<file path="config.mk">
export PLATFORM = sky130hd
export DESIGN_NAME = sb_scoreboard
export DESIGN_NICKNAME = d
export VERILOG_FILES = /design/src/rtl/sb_pkg.sv /design/src/rtl/sb_pending_table.sv /design/src/rtl/sb_hazard_check.sv /design/src/rtl/sb_scoreboard.sv
export SDC_FILE = /design/constraint.sdc
export NUM_CORES = 2
export LEC_CHECK = 0
export BUFFER_PORTS_ARGS = -buffer_cell sky130_fd_sc_hd__buf_2
export CAP_MARGIN = 20
export CORE_AREA = 2 2 357 359
export DETAILED_ROUTE_END_ITERATION = 8
export DIE_AREA = 0 0 359 361
export GPL_ROUTABILITY_DRIVEN = 0
export MAX_ROUTING_LAYER = met4
export PLACE_DENSITY = 0.54
export SLEW_MARGIN = 20
export SYNTH_ARGS = -nofsm -noshare
export SYNTH_HDL_FRONTEND = slang
export SYNTH_SLANG_ARGS = --single-unit
</file>
<file path="constraint.sdc">
create_clock -name clk -period 5.2 [get_ports clk]
set_input_delay 1.3 -clock clk [delete_from_list [all_inputs] [get_ports clk]]
set_output_delay 1.3 -clock clk [all_outputs]
set_load 0.03 [all_outputs]
</file>
<file path="src/rtl/sb_pkg.sv">
// Shared parameters and index types of the hazard scoreboard.
// Assumes warp and register counts are powers of two so that
// {warp, reg} forms a dense flat index.
package sb_pkg;
    parameter int NUM_WARPS = 8;
    parameter int NUM_REGS  = 64;
    parameter int NUM_SRC   = 3;
    localparam int WARP_W = $clog2(NUM_WARPS);
    localparam int REG_W  = $clog2(NUM_REGS);
    localparam int IDX_W  = WARP_W + REG_W;
    localparam int NUM_BITS = NUM_WARPS * NUM_REGS;

    typedef logic [WARP_W-1:0] warp_t;
    typedef logic [REG_W-1:0]  reg_t;
    typedef logic [IDX_W-1:0]  idx_t;
endpackage

</file>
<file path="src/rtl/sb_pending_table.sv">
// Holds one pending flag per (warp, register). Issue sets a flag,
// writeback clears one; if both hit the same flag in one cycle the
// reservation wins. Assumes the issuer never reserves a flag that is
// still pending unless it is released in the same cycle.
module sb_pending_table
    import sb_pkg::*;
(
    input  logic                clk,
    input  logic                rst_n,
    input  logic                set_en,
    input  idx_t                set_idx,
    input  logic                clr_en,
    input  idx_t                clr_idx,
    output logic [NUM_BITS-1:0] pend
);
    // Update the flags: clear first, then set so a reservation wins.
    always_ff @(posedge clk) begin
        if (!rst_n) begin
            pend <= '0;
        end else begin
            if (clr_en) pend[clr_idx] <= 1'b0;
            if (set_en) pend[set_idx] <= 1'b1;
        end
    end

    // reset leaves the table empty.
    a_r1_reset_clears: assert property (@(posedge clk)
        !rst_n |=> (pend == '0));

    // a reservation is visible after the edge.
    a_r5_reserve_sets: assert property (@(posedge clk) disable iff (!rst_n)
        set_en |=> pend[$past(set_idx)]);

    // a release without a competing reservation frees the flag.
    a_r6_release_clears: assert property (@(posedge clk) disable iff (!rst_n)
        (clr_en && !(set_en && set_idx == clr_idx)) |=> !pend[$past(clr_idx)]);

    // with no reservation and no release the table holds.
    a_r8_idle_holds: assert property (@(posedge clk) disable iff (!rst_n)
        (!set_en && !clr_en) |=> $stable(pend));

    // never reserve a flag that is already pending and not released.
    a_r11_no_double_reserve: assert property (@(posedge clk) disable iff (!rst_n)
        !(set_en && pend[set_idx] && !(clr_en && clr_idx == set_idx)));
endmodule

</file>
<file path="src/rtl/sb_hazard_check.sv">
// Combinational hazard evaluation for one candidate instruction.
// Looks up each valid source and the optional destination in the
// pending table of the queried warp, with same-cycle writeback bypass.
module sb_hazard_check
    import sb_pkg::*;
(
    input  logic                     clk,
    input  logic                     rst_n,
    input  logic [NUM_BITS-1:0]      pend,
    input  logic                     wb_valid,
    input  idx_t                     wb_idx,
    input  warp_t                    q_warp,
    input  logic [NUM_SRC-1:0]       q_src_vld,
    input  logic [NUM_SRC*REG_W-1:0] q_src,
    input  logic                     q_dst_vld,
    input  reg_t                     q_dst,
    output logic                     q_raw,
    output logic                     q_waw,
    output logic                     q_ready
);
    logic [NUM_SRC-1:0] src_hit;
    idx_t               dst_idx;
    logic               dst_busy;

    // One lookup per source operand.
    for (genvar s = 0; s < NUM_SRC; s++) begin : g_src
        idx_t src_idx;
        logic src_busy;
        assign src_idx  = {q_warp, q_src[s*REG_W +: REG_W]};
        // Flag is busy unless released this very cycle.
        assign src_busy = pend[src_idx] && !(wb_valid && wb_idx == src_idx);
        assign src_hit[s] = q_src_vld[s] && src_busy;
    end

    assign dst_idx  = {q_warp, q_dst};
    // Destination lookup with the same bypass.
    assign dst_busy = pend[dst_idx] && !(wb_valid && wb_idx == dst_idx);

    // Combine hazards into the ready flag.
    always_comb begin
        q_raw   = |src_hit;
        q_waw   = q_dst_vld && dst_busy;
        q_ready = !(q_raw || q_waw);
    end

    // a register released this cycle never raises a WAW.
    a_r7_bypass_dst: assert property (@(posedge clk) disable iff (!rst_n)
        (wb_valid && q_dst_vld && wb_idx == dst_idx) |-> !q_waw);

    // a destination with its valid bit low raises no WAW.
    a_r3_dst_valid_gate: assert property (@(posedge clk) disable iff (!rst_n)
        !q_dst_vld |-> !q_waw);

    // with no valid operand the instruction is always ready.
    a_r4_no_operands_ready: assert property (@(posedge clk) disable iff (!rst_n)
        (q_src_vld == '0 && !q_dst_vld) |-> q_ready);
endmodule

</file>
<file path="src/rtl/sb_scoreboard.sv">
// Top of the per-warp register hazard scoreboard. Reserves a
// destination at issue, releases it at writeback and answers a
// combinational RAW/WAW query for the instruction buffer.
// Assumes NUM_WARPS and NUM_REGS are powers of two.
module sb_scoreboard
    import sb_pkg::*;
(
    input  logic                     clk,
    input  logic                     rst_n,
    input  logic                     iss_valid,
    input  logic [WARP_W-1:0]        iss_warp,
    input  logic                     iss_has_dst,
    input  logic [REG_W-1:0]         iss_dst,
    input  logic                     wb_valid,
    input  logic [WARP_W-1:0]        wb_warp,
    input  logic [REG_W-1:0]         wb_reg,
    input  logic [WARP_W-1:0]        q_warp,
    input  logic [NUM_SRC-1:0]       q_src_vld,
    input  logic [NUM_SRC*REG_W-1:0] q_src,
    input  logic                     q_dst_vld,
    input  logic [REG_W-1:0]         q_dst,
    output logic                     q_raw,
    output logic                     q_waw,
    output logic                     q_ready
);
    logic [NUM_BITS-1:0] pend;
    logic                set_en;
    idx_t                set_idx;
    idx_t                wb_idx;

    // Only instructions that write a register reserve one.
    assign set_en  = iss_valid && iss_has_dst;
    assign set_idx = {iss_warp, iss_dst};
    assign wb_idx  = {wb_warp, wb_reg};

    sb_pending_table u_table (
        .clk     (clk),
        .rst_n   (rst_n),
        .set_en  (set_en),
        .set_idx (set_idx),
        .clr_en  (wb_valid),
        .clr_idx (wb_idx),
        .pend    (pend)
    );

    sb_hazard_check u_check (
        .clk       (clk),
        .rst_n     (rst_n),
        .pend      (pend),
        .wb_valid  (wb_valid),
        .wb_idx    (wb_idx),
        .q_warp    (q_warp),
        .q_src_vld (q_src_vld),
        .q_src     (q_src),
        .q_dst_vld (q_dst_vld),
        .q_dst     (q_dst),
        .q_raw     (q_raw),
        .q_waw     (q_waw),
        .q_ready   (q_ready)
    );
endmodule

</file>
==> run summary <==
For this design, the CTS-stage hold fixing added 0 buffers. The reg-to-reg setup timing slack was 4260 ps. Most flop-heavy register: u_table.pend. The area overhead of the layout relative to synthesis was 19.2%. The final setup slack of the worst path is -494 ps.

The min-delay analysis places its worst path in the category reg2reg. The tools report the count of max-cap constraint violations as 0. TritonCTS built the clock tree.

The kind of capture point of the worst setup path is an output pin. No sink is reached through more buffers than the 3 on the longest clock path. The run gives 44700 um^2 as the total non-filler cell area in the finished layout.

The checks that failed: negative setup slack. The largest registers in the layout are u_table.pend (512). Detailed placement finished with a half-perimeter wire length of 124000 um. The run gives 512 as the clock sink total.

Between clock sinks in the finished design, the worst skew comes to 0 ps. In the routed design, unresolved DRC markers number 0. The worst hold path terminates at u_table.pend[414]. The highest net fanout along the worst path is 8, and the count of state elements after synthesis is 512. Setup violations remaining at the end of the flow were counted as 3.

Registers are responsible for 38.5% of the overall power. Combinational logic burns 14.7% of the power. Net switching is 28.1% of the power. The run finished, with violations left. Counting I/O delays and the setup requirement, the final critical path takes 5690 ps. The worst pin sits at a relative slew slack of 17.4%. Summed over all layers, the global routing overflow is 0. The routed wirelength normalized by instance count was 33.4 um. The synthesized design devotes to its leading area cell type 31.1% of total area. The register with the most flip-flops in the layout has 512 of them. The global-route wire length before repair came out at 266000 um. At the pin with the least slew margin, the transition time is 1230 ps. The logs give 6070 for the DRC marker count from the first detailed-route iteration and 0 for the number of hold violations in the final report. The width of the die came out at 359 um. Averaged over all synthesized cells, the footprint is 9.79 um^2.

The H-tree was split into 2 levels. The number of warnings issued by yosys was 0; the number of fill cells in the layout was 12400. The critical path goes through buf_16 -> buf_12 -> buf_16 -> mux4_2 -> mux4_2 -> mux4_2 -> mux2i_1 -> a311oi_2 -> and3_4 -> and4bb_4 -> buf_6. The critical path in this run is classified as in2out.

Final period utilization: 110%. The fraction of layout instances using a drive strength above 1 is 28.9%. Critical path's slowest cell: sky130_fd_sc_hd__mux4_2. Type of element launching the critical path: a primary input.

VDD sags by at most 0.254 mV. In this run the power spent charging and discharging nets is 2.86 mW. The placed instances occupy a cell area of 41800 um^2.

The leakage power of the design was 14.2 nW; the fraction of registers with async set or reset after synthesis was 0%. Setup repair after global routing could not meet its margin everywhere. The total detailed-routing wirelength came out at 187000 um.

In the synthesized netlist, the number of instances is 3832. The routed layout has 37200 vias. The net count of the finished layout is 3961. The cell-internal power was 7.35 mW. Worst setup path startpoint: q_dst[2]. The depth of the most critical reg-to-reg path was 2; the placeable core region was 125000 um^2. Summing every instance area after synthesis gives 37500 um^2. The number of antenna violations at the first check in global routing is 12.

The tree is rooted in a sky130_fd_sc_hd__clkbuf_16. Cells fill 35.7% of the core in the end. For this run, the top clock speed supported by timing is 176 MHz. The number of buffers created by CTS is 58. After synthesis, the cell types taking the most area are sky130_fd_sc_hd__mux4_2 31%, sky130_fd_sc_hd__dfxtp_1 27%, sky130_fd_sc_hd__a21boi_0 10%, sky130_fd_sc_hd__o21ai_0 7.0%, sky130_fd_sc_hd__nand2_1 6.3%. Among cell families on the critical path, the largest total delay comes from multiplexers. The run gives 533 ps as the worst hold-check slack.

STA puts the critical path data required time at 3900 ps. The run gives 29.9% as the effective utilization at floorplan. The clock reaches the later pin of the worst-skew pair after 670 ps. The total track usage is 28.7%. In the routed layout, each cell is associated on average with a via count of 6.62.

CTS clock-pin slew for the worst setup and hold paths: 70 ps. The origin of the worst min-delay path was u_table.pend[414]. The total die area is 130000 um^2, and the buffering stage count on the worst path with inverters included is 4.

Synthesis instantiated 61 different standard cells from the library. The most area-hungry cell type in the Yosys netlist is sky130_fd_sc_hd__mux4_2. The data arrival time of the critical path is 4390 ps. In this design, the stage delay of the slowest critical-path cell is 540 ps.

The number of port buffers is 56, and the detailed-router iteration count before antenna repair is 6. The count of final max-slew check failures is 0, and the maximum number of pins on one net before global-route repair is 149. Counting flops with a built-in enable in the synthesized netlist gives 0. The clock network burns 46.8% of the power. The I/O pin count was 57; the total power per unit cell area was 228 nW/um^2.

The endpoint identified for the worst register-to-register timing path is u_table.pend[311]. In the synthesized netlist the dominant register cell turns out to be sky130_fd_sc_hd__dfxtp_1. The die height works out to 361 um. The count of nets left with antenna violations once routing finished came out at 0. The initialized floorplan defines 130 standard-cell rows.

The via count of the first global-routing pass is 35000. The share of the Yosys chip area taken by registers is 27.3%. The worst reg2reg path startpoint is u_table.pend[311].

The synthesized net count came out at 3886. The cell occurring most often along the worst timing path is sky130_fd_sc_hd__mux4_2. The worst hold path was traced through 2 stages.
## layer usage
metal  vias up  share of wire, %  wire, um  track usage (%)
li1      14800                 -         -                -
met5         -                 0         0                -
met2      3081                42     77900             40.0
met1     18600                37     69300             35.9
met4         0               6.8     12800             16.2
met3       744                15     27200             10.1
## worst max-delay path by stage
stage,to,cells past startpoint
5_1_grt,q_ready,11
6_report,q_ready,11
2_1_floorplan,q_ready,9
4_1_cts,q_ready,11
3_3_place_gp,q_ready,13
3_5_place_dp,q_ready,13
## per-stage QoR
step	setup slack [ps]	TNS, ps	power, mW	instances
2_1_floorplan	25.9	0	4.74	3832
3_3_place_gp	-833	-2010	5.38	5476
3_5_place_dp	-828	-1980	5.39	5477
4_1_cts	-473	-779	10.1	5596
5_1_grt	-510	-927	10.4	5608
6_report	-494	-942	10.2	5612
## power groups by stage
stage | combinational (mW) | sequential (mW) | clock, mW
floorplan | 0.727 | 4.01 | 0
global placement | 1.36 | 4.02 | 0
detailed placement | 1.37 | 4.02 | 0
CTS | 1.43 | 3.93 | 4.78
global route | 1.52 | 3.93 | 4.92
finish | 1.50 | 3.93 | 4.78
## worst register-to-register path, stage by stage, from the launching register on
cell                       delay (ps)
sky130_fd_sc_hd__dfxtp_1          550
sky130_fd_sc_hd__o21ai_0          140
sky130_fd_sc_hd__a21boi_0         190
## area by class of cell
type | count | area [um^2] | area share [%]
Antenna cell | 8 | 20.0 | 0.0448
Sequential cell | 512 | 10200 | 22.9
Timing Repair Buffer | 443 | 4400 | 9.84
Tap cell | 1650 | 2060 | 4.62
Clock inverter | 32 | 532 | 1.19
Clock buffer | 75 | 1620 | 3.62
Inverter | 11 | 45.0 | 0.101
Multi-Input combinational cell | 2881 | 25800 | 57.7
## layout by cell type, fill, tap and decap left out, types with 11 or more instances in the layout
cell	instances
sky130_fd_sc_hd__nand2b_1	16
sky130_fd_sc_hd__o22ai_1	11
sky130_fd_sc_hd__nand4_1	16
sky130_fd_sc_hd__buf_12	58
sky130_fd_sc_hd__o221ai_1	21
sky130_fd_sc_hd__o21ai_0	525
sky130_fd_sc_hd__a21oi_1	26
sky130_fd_sc_hd__mux4_2	518
sky130_fd_sc_hd__bufinv_16	13
sky130_fd_sc_hd__a22oi_1	65
sky130_fd_sc_hd__nand3_1	56
sky130_fd_sc_hd__nand2_2	13
sky130_fd_sc_hd__nor2_1	72
sky130_fd_sc_hd__buf_6	14
sky130_fd_sc_hd__a211oi_1	14
sky130_fd_sc_hd__dfxtp_1	512
sky130_fd_sc_hd__buf_2	41
sky130_fd_sc_hd__xnor2_1	19
sky130_fd_sc_hd__nor2b_1	29
sky130_fd_sc_hd__buf_16	14
sky130_fd_sc_hd__nor3_1	39
sky130_fd_sc_hd__clkbuf_16	62
sky130_fd_sc_hd__mux2i_1	139
sky130_fd_sc_hd__a21boi_0	513
sky130_fd_sc_hd__nand2_1	618
sky130_fd_sc_hd__buf_4	309
## cell usage after synthesis, types with 4 or more instances
library cell and count:
sky130_fd_sc_hd__a21boi_0 513, sky130_fd_sc_hd__xnor2_1 19, sky130_fd_sc_hd__a22oi_1 70, sky130_fd_sc_hd__inv_1 7, sky130_fd_sc_hd__a211oi_1 16, sky130_fd_sc_hd__buf_2 71, sky130_fd_sc_hd__a221oi_1 4, sky130_fd_sc_hd__xor2_1 8
sky130_fd_sc_hd__nand4_1 16, sky130_fd_sc_hd__and2_1 10, sky130_fd_sc_hd__nor2b_1 31, sky130_fd_sc_hd__buf_4 8, sky130_fd_sc_hd__nand2_1 632, sky130_fd_sc_hd__nand2b_1 17, sky130_fd_sc_hd__o22ai_1 11, sky130_fd_sc_hd__nor4_1 9
sky130_fd_sc_hd__nor2_1 86, sky130_fd_sc_hd__a2111oi_0 8, sky130_fd_sc_hd__mux4_2 518, sky130_fd_sc_hd__o221ai_1 21, sky130_fd_sc_hd__o2111ai_1 4, sky130_fd_sc_hd__mux2i_1 140, sky130_fd_sc_hd__clkbuf_1 318, sky130_fd_sc_hd__a41oi_1 4
sky130_fd_sc_hd__a311oi_1 11, sky130_fd_sc_hd__a21oi_1 26, sky130_fd_sc_hd__and3_1 5, sky130_fd_sc_hd__mux2_2 7, sky130_fd_sc_hd__o21ai_0 528, sky130_fd_sc_hd__nor3_1 46, sky130_fd_sc_hd__dfxtp_1 512, sky130_fd_sc_hd__a31oi_1 8
sky130_fd_sc_hd__nor3b_1 5, sky130_fd_sc_hd__or2_2 5, sky130_fd_sc_hd__clkinv_1 4, sky130_fd_sc_hd__nand3_1 60, sky130_fd_sc_hd__buf_1 24, sky130_fd_sc_hd__nand3b_1 6, sky130_fd_sc_hd__buf_6 7
## what timing repair did
action,4_1_cts,5_1_grt
pin swaps,11,13
resized for setup,59,24
setup endpoints to repair,3,3
setup buffers,6,6
gates cloned,7,2
## kinds of logic (layout without fill, tap and decap cells)
family | Yosys count | count (layout) | share of synthesized area [%]
xor gates and xnor gates | 27 | 27 | 0.630
AOI/OAI and AO/OA | 1245 | 1245 | 21.4
muxes | 665 | 665 | 35.0
buffers and inverters | 439 | 561 | 4.85
and+or+nand+nor | 944 | 944 | 10.7
DFF | 512 | 512 | 27.3
other | 0 | 8 | 0
No activity file was read; power rests on OpenSTA's default activity.
